<file path="src/rtl/attr_dma_pkg.sv">
package attr_dma_pkg;
  localparam int PAGE_W = 8;

  localparam logic [PAGE_W-1:0] VID_LO     = 8'h80;
  localparam logic [PAGE_W-1:0] VID_HI     = 8'h9F;
  localparam logic [PAGE_W-1:0] NORM_LIMIT = 8'hFE;
  localparam logic [PAGE_W-1:0] ENH_LIMIT  = 8'hE0;
  localparam logic [PAGE_W-1:0] ATTR_PAGE  = 8'hFE;

  typedef enum logic [1:0] {
    SRC_NONE  = 2'd0,
    SRC_MAIN  = 2'd1,
    SRC_VIDEO = 2'd2
  } src_cls_e;

  function automatic logic in_video(input logic [PAGE_W-1:0] pg);
    return (pg >= VID_LO) && (pg <= VID_HI);
  endfunction

  function automatic src_cls_e classify(input logic [PAGE_W-1:0] pg, input logic enh);
    if (pg >= (enh ? ENH_LIMIT : NORM_LIMIT)) return SRC_NONE;
    if (in_video(pg)) return SRC_VIDEO;
    return SRC_MAIN;
  endfunction
endpackage

</file>
<file path="src/rtl/attr_dma_seq.sv">
module attr_dma_seq #(
  parameter int XFER_LEN   = 160,
  parameter int STEP_CYC   = 4,
  parameter int LEAD_STEPS = 2,
  parameter int IDX_W      = 8
) (
  input  logic             clk,
  input  logic             rst,
  input  logic             trig,
  output logic             run_o,
  output logic [IDX_W-1:0] pos_o,
  output logic [IDX_W-1:0] nxt_pos_o,
  output logic             fetch_o,
  output logic             wr_byte_o,
  output logic             last_o,
  output logic             win_o
);
  localparam int PH_W = (STEP_CYC > 1) ? $clog2(STEP_CYC) : 1;
  localparam logic [IDX_W-1:0] IDLE_POS = IDX_W'((2 ** IDX_W) - LEAD_STEPS);
  localparam logic [IDX_W:0]   LEN_X    = (IDX_W + 1)'(XFER_LEN);
  localparam logic [PH_W-1:0]  PH_LAST  = PH_W'(STEP_CYC - 1);
  localparam logic [PH_W-1:0]  PH_FETCH = PH_W'(STEP_CYC - 3);

  logic             run_q;
  logic [PH_W-1:0]  phase_q;
  logic [IDX_W-1:0] pos_q;
  logic [IDX_W-1:0] nxt;
  logic             step;
  logic             in_len;

  assign nxt       = pos_q + 1'b1;
  assign in_len    = {1'b0, nxt} < LEN_X;
  assign step      = run_q && (phase_q == PH_LAST) && !trig;
  assign wr_byte_o = step && in_len;
  assign last_o    = wr_byte_o && ({1'b0, nxt} == LEN_X - 1'b1);
  assign fetch_o   = run_q && (phase_q == PH_FETCH) && in_len && !trig;
  assign win_o     = run_q && ({1'b0, pos_q} < LEN_X);
  assign run_o     = run_q;
  assign pos_o     = pos_q;
  assign nxt_pos_o = nxt;

  always_ff @(posedge clk) begin
    if (rst) begin
      run_q   <= 1'b0;
      phase_q <= '0;
      pos_q   <= IDLE_POS;
    end else if (trig) begin
      run_q   <= 1'b1;
      phase_q <= '0;
      pos_q   <= IDLE_POS;
    end else if (run_q) begin
      phase_q <= (phase_q == PH_LAST) ? '0 : phase_q + 1'b1;
      if (step) begin
        if (last_o) begin
          run_q <= 1'b0;
          pos_q <= IDLE_POS;
        end else begin
          pos_q <= nxt;
        end
      end
    end
  end
endmodule

</file>
<file path="src/rtl/attr_dma_src.sv">
module attr_dma_src
  import attr_dma_pkg::*;
#(
  parameter int IDX_W  = 8,
  parameter int DATA_W = 8,
  parameter logic [DATA_W-1:0] FILL = '1
) (
  input  logic                    clk,
  input  logic                    rst,
  input  logic                    pg_wr,
  input  logic [PAGE_W-1:0]       pg_wdata,
  input  logic                    enh_mode,
  input  logic                    fetch,
  input  logic [IDX_W-1:0]        nxt_pos,
  input  logic [DATA_W-1:0]       src_rdata,
  output logic                    src_rd,
  output logic [PAGE_W+IDX_W-1:0] src_addr,
  output src_cls_e                cls_o,
  output logic [DATA_W-1:0]       fetched_o
);
  logic [PAGE_W-1:0] page_q;

  assign cls_o     = classify(page_q, enh_mode);
  assign fetched_o = (cls_o == SRC_NONE) ? FILL : src_rdata;

  always_ff @(posedge clk) begin
    if (rst) begin
      page_q   <= '0;
      src_rd   <= 1'b0;
      src_addr <= '0;
    end else begin
      if (pg_wr) page_q <= pg_wdata;
      src_rd <= fetch && (cls_o != SRC_NONE) && !pg_wr;
      if (fetch) src_addr <= {page_q, nxt_pos};
    end
  end
endmodule

</file>
<file path="src/rtl/attr_dma_cpu.sv">
module attr_dma_cpu
  import attr_dma_pkg::*;
#(
  parameter int XFER_LEN = 160,
  parameter int IDX_W    = 8,
  parameter int DATA_W   = 8,
  parameter logic [DATA_W-1:0] FILL = '1
) (
  input  logic                    clk,
  input  logic                    rst,
  input  logic                    cpu_req,
  input  logic                    cpu_we,
  input  logic [PAGE_W+IDX_W-1:0] cpu_addr,
  input  logic [DATA_W-1:0]       cpu_wdata,
  input  logic                    win,
  input  src_cls_e                cls,
  input  logic [IDX_W-1:0]        pos,
  input  logic [IDX_W-1:0]        nxt_pos,
  input  logic                    wr_byte,
  input  logic [DATA_W-1:0]       fetched,
  output logic                    cpu_ovr,
  output logic [DATA_W-1:0]       cpu_ovr_rdata,
  output logic                    ram_we,
  output logic [IDX_W-1:0]        ram_addr,
  output logic [DATA_W-1:0]       ram_wdata
);
  localparam logic [IDX_W:0] LEN_X = (IDX_W + 1)'(XFER_LEN);

  logic [PAGE_W-1:0] cpage;
  logic [IDX_W-1:0]  coff;
  logic              hit_attr;
  logic              hit_conf;
  logic              redirect;
  logic [DATA_W-1:0] cur_q;
  logic [DATA_W-1:0] wdata;

  assign cpage    = cpu_addr[PAGE_W+IDX_W-1 -: PAGE_W];
  assign coff     = cpu_addr[IDX_W-1:0];
  assign hit_attr = (cpage == ATTR_PAGE) && ({1'b0, coff} < LEN_X);

  always_comb begin
    unique case (cls)
      SRC_MAIN:  hit_conf = !in_video(cpage) && (cpage < ATTR_PAGE);
      SRC_VIDEO: hit_conf = in_video(cpage);
      default:   hit_conf = 1'b0;
    endcase
  end

  assign cpu_ovr       = cpu_req && win && (hit_attr || hit_conf);
  assign cpu_ovr_rdata = hit_attr ? FILL : cur_q;
  assign redirect      = cpu_req && cpu_we && win && hit_conf && !hit_attr;
  assign wdata         = redirect ? cpu_wdata : fetched;

  always_ff @(posedge clk) begin
    if (rst) begin
      ram_we    <= 1'b0;
      ram_addr  <= '0;
      ram_wdata <= '0;
      cur_q     <= FILL;
    end else begin
      ram_we <= wr_byte || redirect;
      if (wr_byte || redirect) begin
        ram_addr  <= wr_byte ? nxt_pos : pos;
        ram_wdata <= wdata;
        cur_q     <= wdata;
      end
    end
  end
endmodule

</file>
<file path="src/rtl/attr_dma.sv">
module attr_dma
  import attr_dma_pkg::*;
#(
  parameter int XFER_LEN   = 160,
  parameter int STEP_CYC   = 4,
  parameter int LEAD_STEPS = 2,
  parameter int IDX_W      = 8,
  parameter int DATA_W     = 8,
  parameter logic [DATA_W-1:0] FILL = '1,
  localparam int ADDR_W = PAGE_W + IDX_W
) (
  input  logic              clk,
  input  logic              rst,
  input  logic              enh_mode,
  input  logic              pg_wr,
  input  logic [PAGE_W-1:0] pg_wdata,
  output logic              src_rd,
  output logic [ADDR_W-1:0] src_addr,
  input  logic [DATA_W-1:0] src_rdata,
  output logic              ram_we,
  output logic [IDX_W-1:0]  ram_addr,
  output logic [DATA_W-1:0] ram_wdata,
  input  logic              cpu_req,
  input  logic              cpu_we,
  input  logic [ADDR_W-1:0] cpu_addr,
  input  logic [DATA_W-1:0] cpu_wdata,
  output logic              cpu_ovr,
  output logic [DATA_W-1:0] cpu_ovr_rdata,
  output logic              busy
);
  logic [IDX_W-1:0]  pos, nxt_pos;
  logic              fetch, wr_byte, last, win;
  src_cls_e          cls;
  logic [DATA_W-1:0] fetched;

  attr_dma_seq #(
    .XFER_LEN(XFER_LEN), .STEP_CYC(STEP_CYC),
    .LEAD_STEPS(LEAD_STEPS), .IDX_W(IDX_W)
  ) u_seq (
    .clk(clk), .rst(rst), .trig(pg_wr),
    .run_o(busy), .pos_o(pos), .nxt_pos_o(nxt_pos),
    .fetch_o(fetch), .wr_byte_o(wr_byte), .last_o(last), .win_o(win)
  );

  attr_dma_src #(
    .IDX_W(IDX_W), .DATA_W(DATA_W), .FILL(FILL)
  ) u_src (
    .clk(clk), .rst(rst), .pg_wr(pg_wr), .pg_wdata(pg_wdata),
    .enh_mode(enh_mode), .fetch(fetch), .nxt_pos(nxt_pos),
    .src_rdata(src_rdata), .src_rd(src_rd), .src_addr(src_addr),
    .cls_o(cls), .fetched_o(fetched)
  );

  attr_dma_cpu #(
    .XFER_LEN(XFER_LEN), .IDX_W(IDX_W), .DATA_W(DATA_W), .FILL(FILL)
  ) u_cpu (
    .clk(clk), .rst(rst), .cpu_req(cpu_req), .cpu_we(cpu_we),
    .cpu_addr(cpu_addr), .cpu_wdata(cpu_wdata), .win(win), .cls(cls),
    .pos(pos), .nxt_pos(nxt_pos), .wr_byte(wr_byte), .fetched(fetched),
    .cpu_ovr(cpu_ovr), .cpu_ovr_rdata(cpu_ovr_rdata),
    .ram_we(ram_we), .ram_addr(ram_addr), .ram_wdata(ram_wdata)
  );

  logic unused_last;
  assign unused_last = last;
endmodule

</file>
<file path="config.mk">
export PLATFORM = sky130hd
export DESIGN_NAME = attr_dma
export DESIGN_NICKNAME = d
export VERILOG_FILES = /design/src/rtl/attr_dma_pkg.sv /design/src/rtl/attr_dma_seq.sv /design/src/rtl/attr_dma_src.sv /design/src/rtl/attr_dma_cpu.sv /design/src/rtl/attr_dma.sv
export SDC_FILE = /design/constraint.sdc
export NUM_CORES = 1
export LEC_CHECK = 0
export BUFFER_PORTS_ARGS = -buffer_cell sky130_fd_sc_hd__buf_2
export CAP_MARGIN = 30
export CORE_UTILIZATION = 53
export CTS_BUF_LIST = sky130_fd_sc_hd__clkbuf_8
export DETAILED_ROUTE_END_ITERATION = 7
export PLACE_DENSITY_LB_ADDON = 0.15
export SYNTH_ARGS = -nofsm -noshare
export SYNTH_HDL_FRONTEND = slang
export SYNTH_SLANG_ARGS = --single-unit
</file>
<file path="constraint.sdc">
create_clock -name clk -period 2.8 [get_ports clk]
set_input_delay 0.14 -clock clk [delete_from_list [all_inputs] [get_ports clk]]
set_output_delay 0.14 -clock clk [all_outputs]
set_load 0.05 [all_outputs]
</file>
Word level (Yosys, flattened, before mapping)
Index checks and enable logic that the tools add are counted.

Register bits after elaboration: 61. Output and inout bits: 44. Logic and storage cells: 75.

Add/sub/neg operators: 2. Magnitude comparators: 9. Equal/unequal tests: 6. Multiplexer cells: 19. Reductions and logical operators: 29.

Operator list (number): $mux 8 (5); $lt 8x8->1 const B (4); $logic_and 1x1->1 (20); $eq 8x8->1 const B (2); $ge 8x8->1 const B (2); $le 8x8->1 const B (2); $mux 2 (5); $add 8x1->8 const B (1); $ge 8x8->1 (1); $mux 1 (7); $mux 5 (1); $eq 2x1->1 const B (2); $eq 2x2->1 const B (2); $logic_not 1->1 (3); $add 2x1->2 const B (1); $logic_not 2->1 (1); $logic_or 1x1->1 (2); $pmux 1 s2 (1); $reduce_and 2->1 (1); $reduce_bool 2->1 (1); $reduce_or 2->1 (1).

Logic depth before layout (Yosys ltp)
Depth after elaboration: 11. Depth in mapped cells: 10. Depth with buffers taken out: 8.

Modules after synthesis
A second synthesis with hierarchy kept.

Cells, all modules: 373. Area total of the unflattened synthesis: 3388.2 µm².

By module, submodules not included: attr_dma_cpu (times used 1, cells an instance 172, area an instance 1487.7 µm², sequential area each 500.5 µm²); attr_dma_src (times used 1, cells an instance 102, area an instance 1074.8 µm², sequential area each 500.5 µm²); attr_dma_seq (times used 1, cells an instance 99, area an instance 825.8 µm², sequential area each 220.2 µm²).

Worst setup path after synthesis
No wires, ideal clock.

Path kind: register to register. From: register u_seq.run_q (netlist: u_seq.run_o). To: register u_cpu.ram_wdata[1]. Setup time: 0.074 ns. Data arrival time: 2.158 ns. Setup slack: 0.568 ns. Stages on the path, launching flop included: 9. Period minus slack after synthesis: 2.232 ns. Cells stage by stage: dfxtp_1 -> buf_6 -> and3b_1 -> buf_2 -> o31ai_1 -> a31oi_1 -> clkbuf_1 -> o211ai_1 -> a31oi_1.

Cells in the longest elaborated chain, start to end: 5. Elaborated cells on any way between the ends: 9. Classes of those cells: mux (1); reduce/logical (8).

RTL lines: from (decl) (RTL line attr_dma_seq.sv:24) `logic run_q;`; from (signal assigned) (RTL line attr_dma_seq.sv:44) `run_q <= 1'b0;`; from (signal assigned) (RTL line attr_dma_seq.sv:48) `run_q <= 1'b1;`; from (signal assigned) (RTL line attr_dma_seq.sv:55) `run_q <= 1'b0;`; $logic_and 1x1->1 (RTL line attr_dma_seq.sv:37) `assign win_o = run_q && ({1'b0, pos_q} < LEN_X);`; $logic_and 1x1->1 (3 in series) (RTL line attr_dma_cpu.sv:51) `assign redirect = cpu_req && cpu_we && win && hit_conf && !hit_attr;`; $mux 8 / $logic_or 1x1->1 (equally long branches) (RTL line attr_dma_cpu.sv:52, attr_dma_cpu.sv:62); to (signal assigned) (RTL line attr_dma_cpu.sv:64) `ram_wdata <= wdata;`; to (decl) (RTL line attr_dma_cpu.sv:25) `output logic [DATA_W-1:0] ram_wdata`.

Several ways; a longest one is shown, not always the timed one. A chain may end at the register's enable or synchronous reset.

Worst setup path after layout
From: register u_seq.pos_q[0] (netlist: u_seq.pos_o[0]). To: register u_cpu.ram_wdata[5].

Cells in the longest elaborated chain, start to end: 6. Elaborated cells on any way between the ends: 10. Classes of those cells: add/sub (1); order compare (2); mux (1); reduce/logical (6).

RTL lines: from (decl) (RTL line attr_dma_seq.sv:26) `logic [IDX_W-1:0] pos_q;`; from (signal assigned) (RTL line attr_dma_seq.sv:58) `pos_q <= nxt;`; branches (longest 6 deep; another with $add 8x1->8).

Several ways; the timed one is not identified.

==> flow_metrics.env <==
export IMPL_result_of_the_run="finished, final reports clean"
export IMPL_route_detailed_drc=0
export IMPL_synthesis_instances=340
export IMPL_synth_fp_nets=394
export IMPL_gp_congestion=0.831
export IMPL_cts_hold_buffers_added=0
export IMPL_final_layout_size_suffix_gt1_share_pct=29.6
export IMPL_synth_flop_cell="sky130_fd_sc_hd__dfxtp_1"
export IMPL_multi_input_area_sq_um=1540
export IMPL_floorplan_die_height_um=76.4
export IMPL_tritoncts_clock_tree="yes"
export IMPL_finish_net_count=471
export IMPL_min_path_type="in -> reg"
export IMPL_floorplan_die_area_sq_um=5830
export IMPL_grt_start_max_net_pins=37
export IMPL_routed_wl_met2_um=3320
export IMPL_grt_pass1_vias=2534
export IMPL_tightest_slew_ns=0.816
export IMPL_timing_critical_path_arrival_ns=2.74
export IMPL_areaGrowthSynthToFinish_pct=23.5
export IMPL_drt_wirelength_per_cell_um=14.3
export IMPL_reg2regPathDepth=7
export IMPL_antenna_cells_inserted=0
export IMPL_layout_cells_most_common="sky130_fd_sc_hd__buf_2"
export IMPL_floorplan_io_pins=90
export IMPL_buffer_ports_inserted=84
export IMPL_drt_initial_drc_count=212
export IMPL_finalHoldViolCount=0
export IMPL_wl_met3_um=491
export IMPL_clkSlewWorstSetupHoldPaths_ns=0.07
export IMPL_htreeDepth=3
export IMPL_die_w_um=76.4
export IMPL_num_vias=2719
export IMPL_grt_overflow_total=0
export IMPL_syn_area_per_cell_sq_um=8.62
export IMPL_post_route_period_util_pct=88.4
export IMPL_cp_startpoint_kind="flip-flop"
export IMPL_fin_skew_ns=0.00905
export IMPL_final_cell_mix="sky130_fd_sc_hd__buf_2 (84), sky130_fd_sc_hd__dfxtp_1 (61), sky130_fd_sc_hd__nor2_1 (35)"
export IMPL_hold_slack_final_ns=0.0283
export IMPL_grt_first_pass_wirelength_um=11900
export IMPL_synth_async_sr_flop_share_pct=0
export IMPL_total_wirelength_of_the_detailed_routed_design_um=7030
export IMPL_synthDistinctLibCells=50
export IMPL_synth_edff_count=0
export IMPL_power_static_leakage_uw=0.00154
export IMPL_synthesis_yosys_warnings=0
export IMPL_route_antenna_remaining_nets=0
export IMPL_num_rows=26
export IMPL_post_route_worst_setup_slack_ns=0.325
export IMPL_vias_per_cell=5.53
export IMPL_wirelength_met1_um=3110
export IMPL_worst_skew_pair_late_latency_ns=0.34
export IMPL_cts_resized_gates=0
export IMPL_final_setup_tns_ns=0
export IMPL_cts_sinks=61
export IMPL_setup_worst_path_end_class="flip-flop"
export IMPL_final_report_setup_violation_count=0
export IMPL_register_area_sq_um=1220
export IMPL_setup_repair_after_global_routing_missed_its_margin="false"
export IMPL_fill_cells=447
export IMPL_ys_seq_elements=61
export IMPL_clockBufferDepth=2
export IMPL_finalMaxSlewViolations=0
export IMPL_critPathMaxFanout=18
export IMPL_ir_drop_uv=411
export IMPL_maxSlewHeadroom_pct=45.1
export IMPL_floorplan_initialDensity_pct=56.3
export IMPL_cts_made_buffers=9
export IMPL_power_density_nw_per_um2=536
export IMPL_postCtsSetupRepairBufs=0
export IMPL_core_area_sq_um=5200
export IMPL_seq_area_frac_synth_pct=41.7
export IMPL_place_hpwl_um=4890
export IMPL_drv_max_cap_violation_count=0
export IMPL_post_route_min_period_ns=2.47
export IMPL_top_layer="met4"
export IMPL_post_place_ws_ns=0.376
export IMPL_fmax_mhz=404
export IMPL_grt_total_usage_pct=25.4
export IMPL_criticalPathCategory="reg -> reg"
export IMPL_whs_path_depth=3
export IMPL_post_synth_instance_area_sq_um=2930
export IMPL_required_ns=3.07
export IMPL_drt_pass1_iter_count=4
export IMPL_clk_root_buffer_cell="sky130_fd_sc_hd__clkbuf_8"
export IMPL_number_of_antenna_violations_at_the_first_check_in_global_routing=0
==> path summary, 6_finish.rpt <==
check	end	slack, ns	start
hold / removal	u_src.page_q[2]	0.03	pg_wdata[2]
setup / recovery	u_cpu.ram_wdata[5]	0.33	u_seq.pos_o[0]
setup reg to reg	u_cpu.ram_wdata[5]	0.33	u_seq.pos_o[0]
hold reg to reg	u_cpu.ram_addr[5]	0.45	u_cpu.ram_addr[5]
==> logic make-up after synthesis <==
logic type                 Yosys count  synth area share [%]
and+or+nand+nor                    128                  22.0
AOI/OAI and AO/OA                   80                  18.1
DFF                                 61                  41.7
buffers and inverters               37                  6.06
muxes                               19                  6.66
adders and majority gates            8                  3.41
xor gates and xnor gates             7                  2.09
==> stage by stage <==
step	utilization, %	area (sq um)	std cells	total power (uW)
after floorplan	-	2930	340	956
after global placement	64.8	3370	476	994
after detailed placement	64.8	3370	476	997
after CTS	69.6	3620	492	1950
after global routing	69.6	3620	492	2010
final	69.6	3620	492	1940
==> registers in the layout (all words and copies together), names as in the netlist <==
signal	flops
u_seq.phase_q	2
u_cpu.cur_q	8
u_src.page_q	8
u_cpu.ram_addr	8
u_cpu.ram_wdata	8
u_cpu.ram_we	1
u_src.src_addr	16
u_seq.run_o	1
u_src.src_rd	1
u_seq.pos_o	8
==> per-layer routing <==
metal	vias to the layer above	global-route usage, %
li1	1370	-
met1	1237	30.1
met2	100	42.9
met3	12	8.50
met4	0	8.85
met5	-	0
==> power by group <==
| group | internal [uW] | total (uW) | switching [uW] |
|---|---|---|---|
| combinational | 42.3 | 92.5 | 50.2 |
| clock | 613 | 964 | 351 |
| sequential | 876 | 884 | 7.61 |
| total | 1530 | 1940 | 409 |
==> cell type report <==
class	count	area share (%)
Tap cell	70	2.42
Sequential cell	61	33.7
Multi-Input combinational cell	242	42.5
Timing Repair Buffer	93	13.5
Clock buffer	10	3.80
Inverter	10	1.04
Clock inverter	6	3.04
==> worst max-delay path, cell delays in order, from the launching register on <==
cell                      delay [ns]
sky130_fd_sc_hd__dfxtp_1        0.39
sky130_fd_sc_hd__ha_1           0.35
sky130_fd_sc_hd__or2_2          0.33
sky130_fd_sc_hd__o31ai_1        0.46
sky130_fd_sc_hd__o22a_2         0.36
sky130_fd_sc_hd__buf_4          0.27
sky130_fd_sc_hd__nand2_1        0.08
sky130_fd_sc_hd__a31oi_1        0.17
==> synth_stat cells, drive strengths merged, types with 2 or more instances <==
cell	n	area share, %
nor2b	2	0.43
o311ai	2	0.60
nor4	3	0.64
nand3b	5	1.3
ha	8	3.4
a32oi	2	0.60
mux2i	18	6.1
o31ai	2	0.51
or3	2	0.43
a211oi	9	2.3
o211ai	10	2.6
o2111a	2	0.77
or2	9	1.9
clkbuf	18	2.3
and3	5	1.1
buf	9	2.4
nand4	5	1.1
nor3	10	1.9
inv	10	1.3
nand3	14	2.4
and2	2	0.43
a31oi	10	2.1
nor2	35	4.5
dfxtp	61	42
xor2	2	0.60
nand2	27	3.5
nand2b	4	1.1
xnor2	5	1.5
o21ai	13	2.2
a21oi	19	3.2
a31o	3	0.90
a22oi	2	0.51
Note: power is estimated with default switching activity, not from simulation.
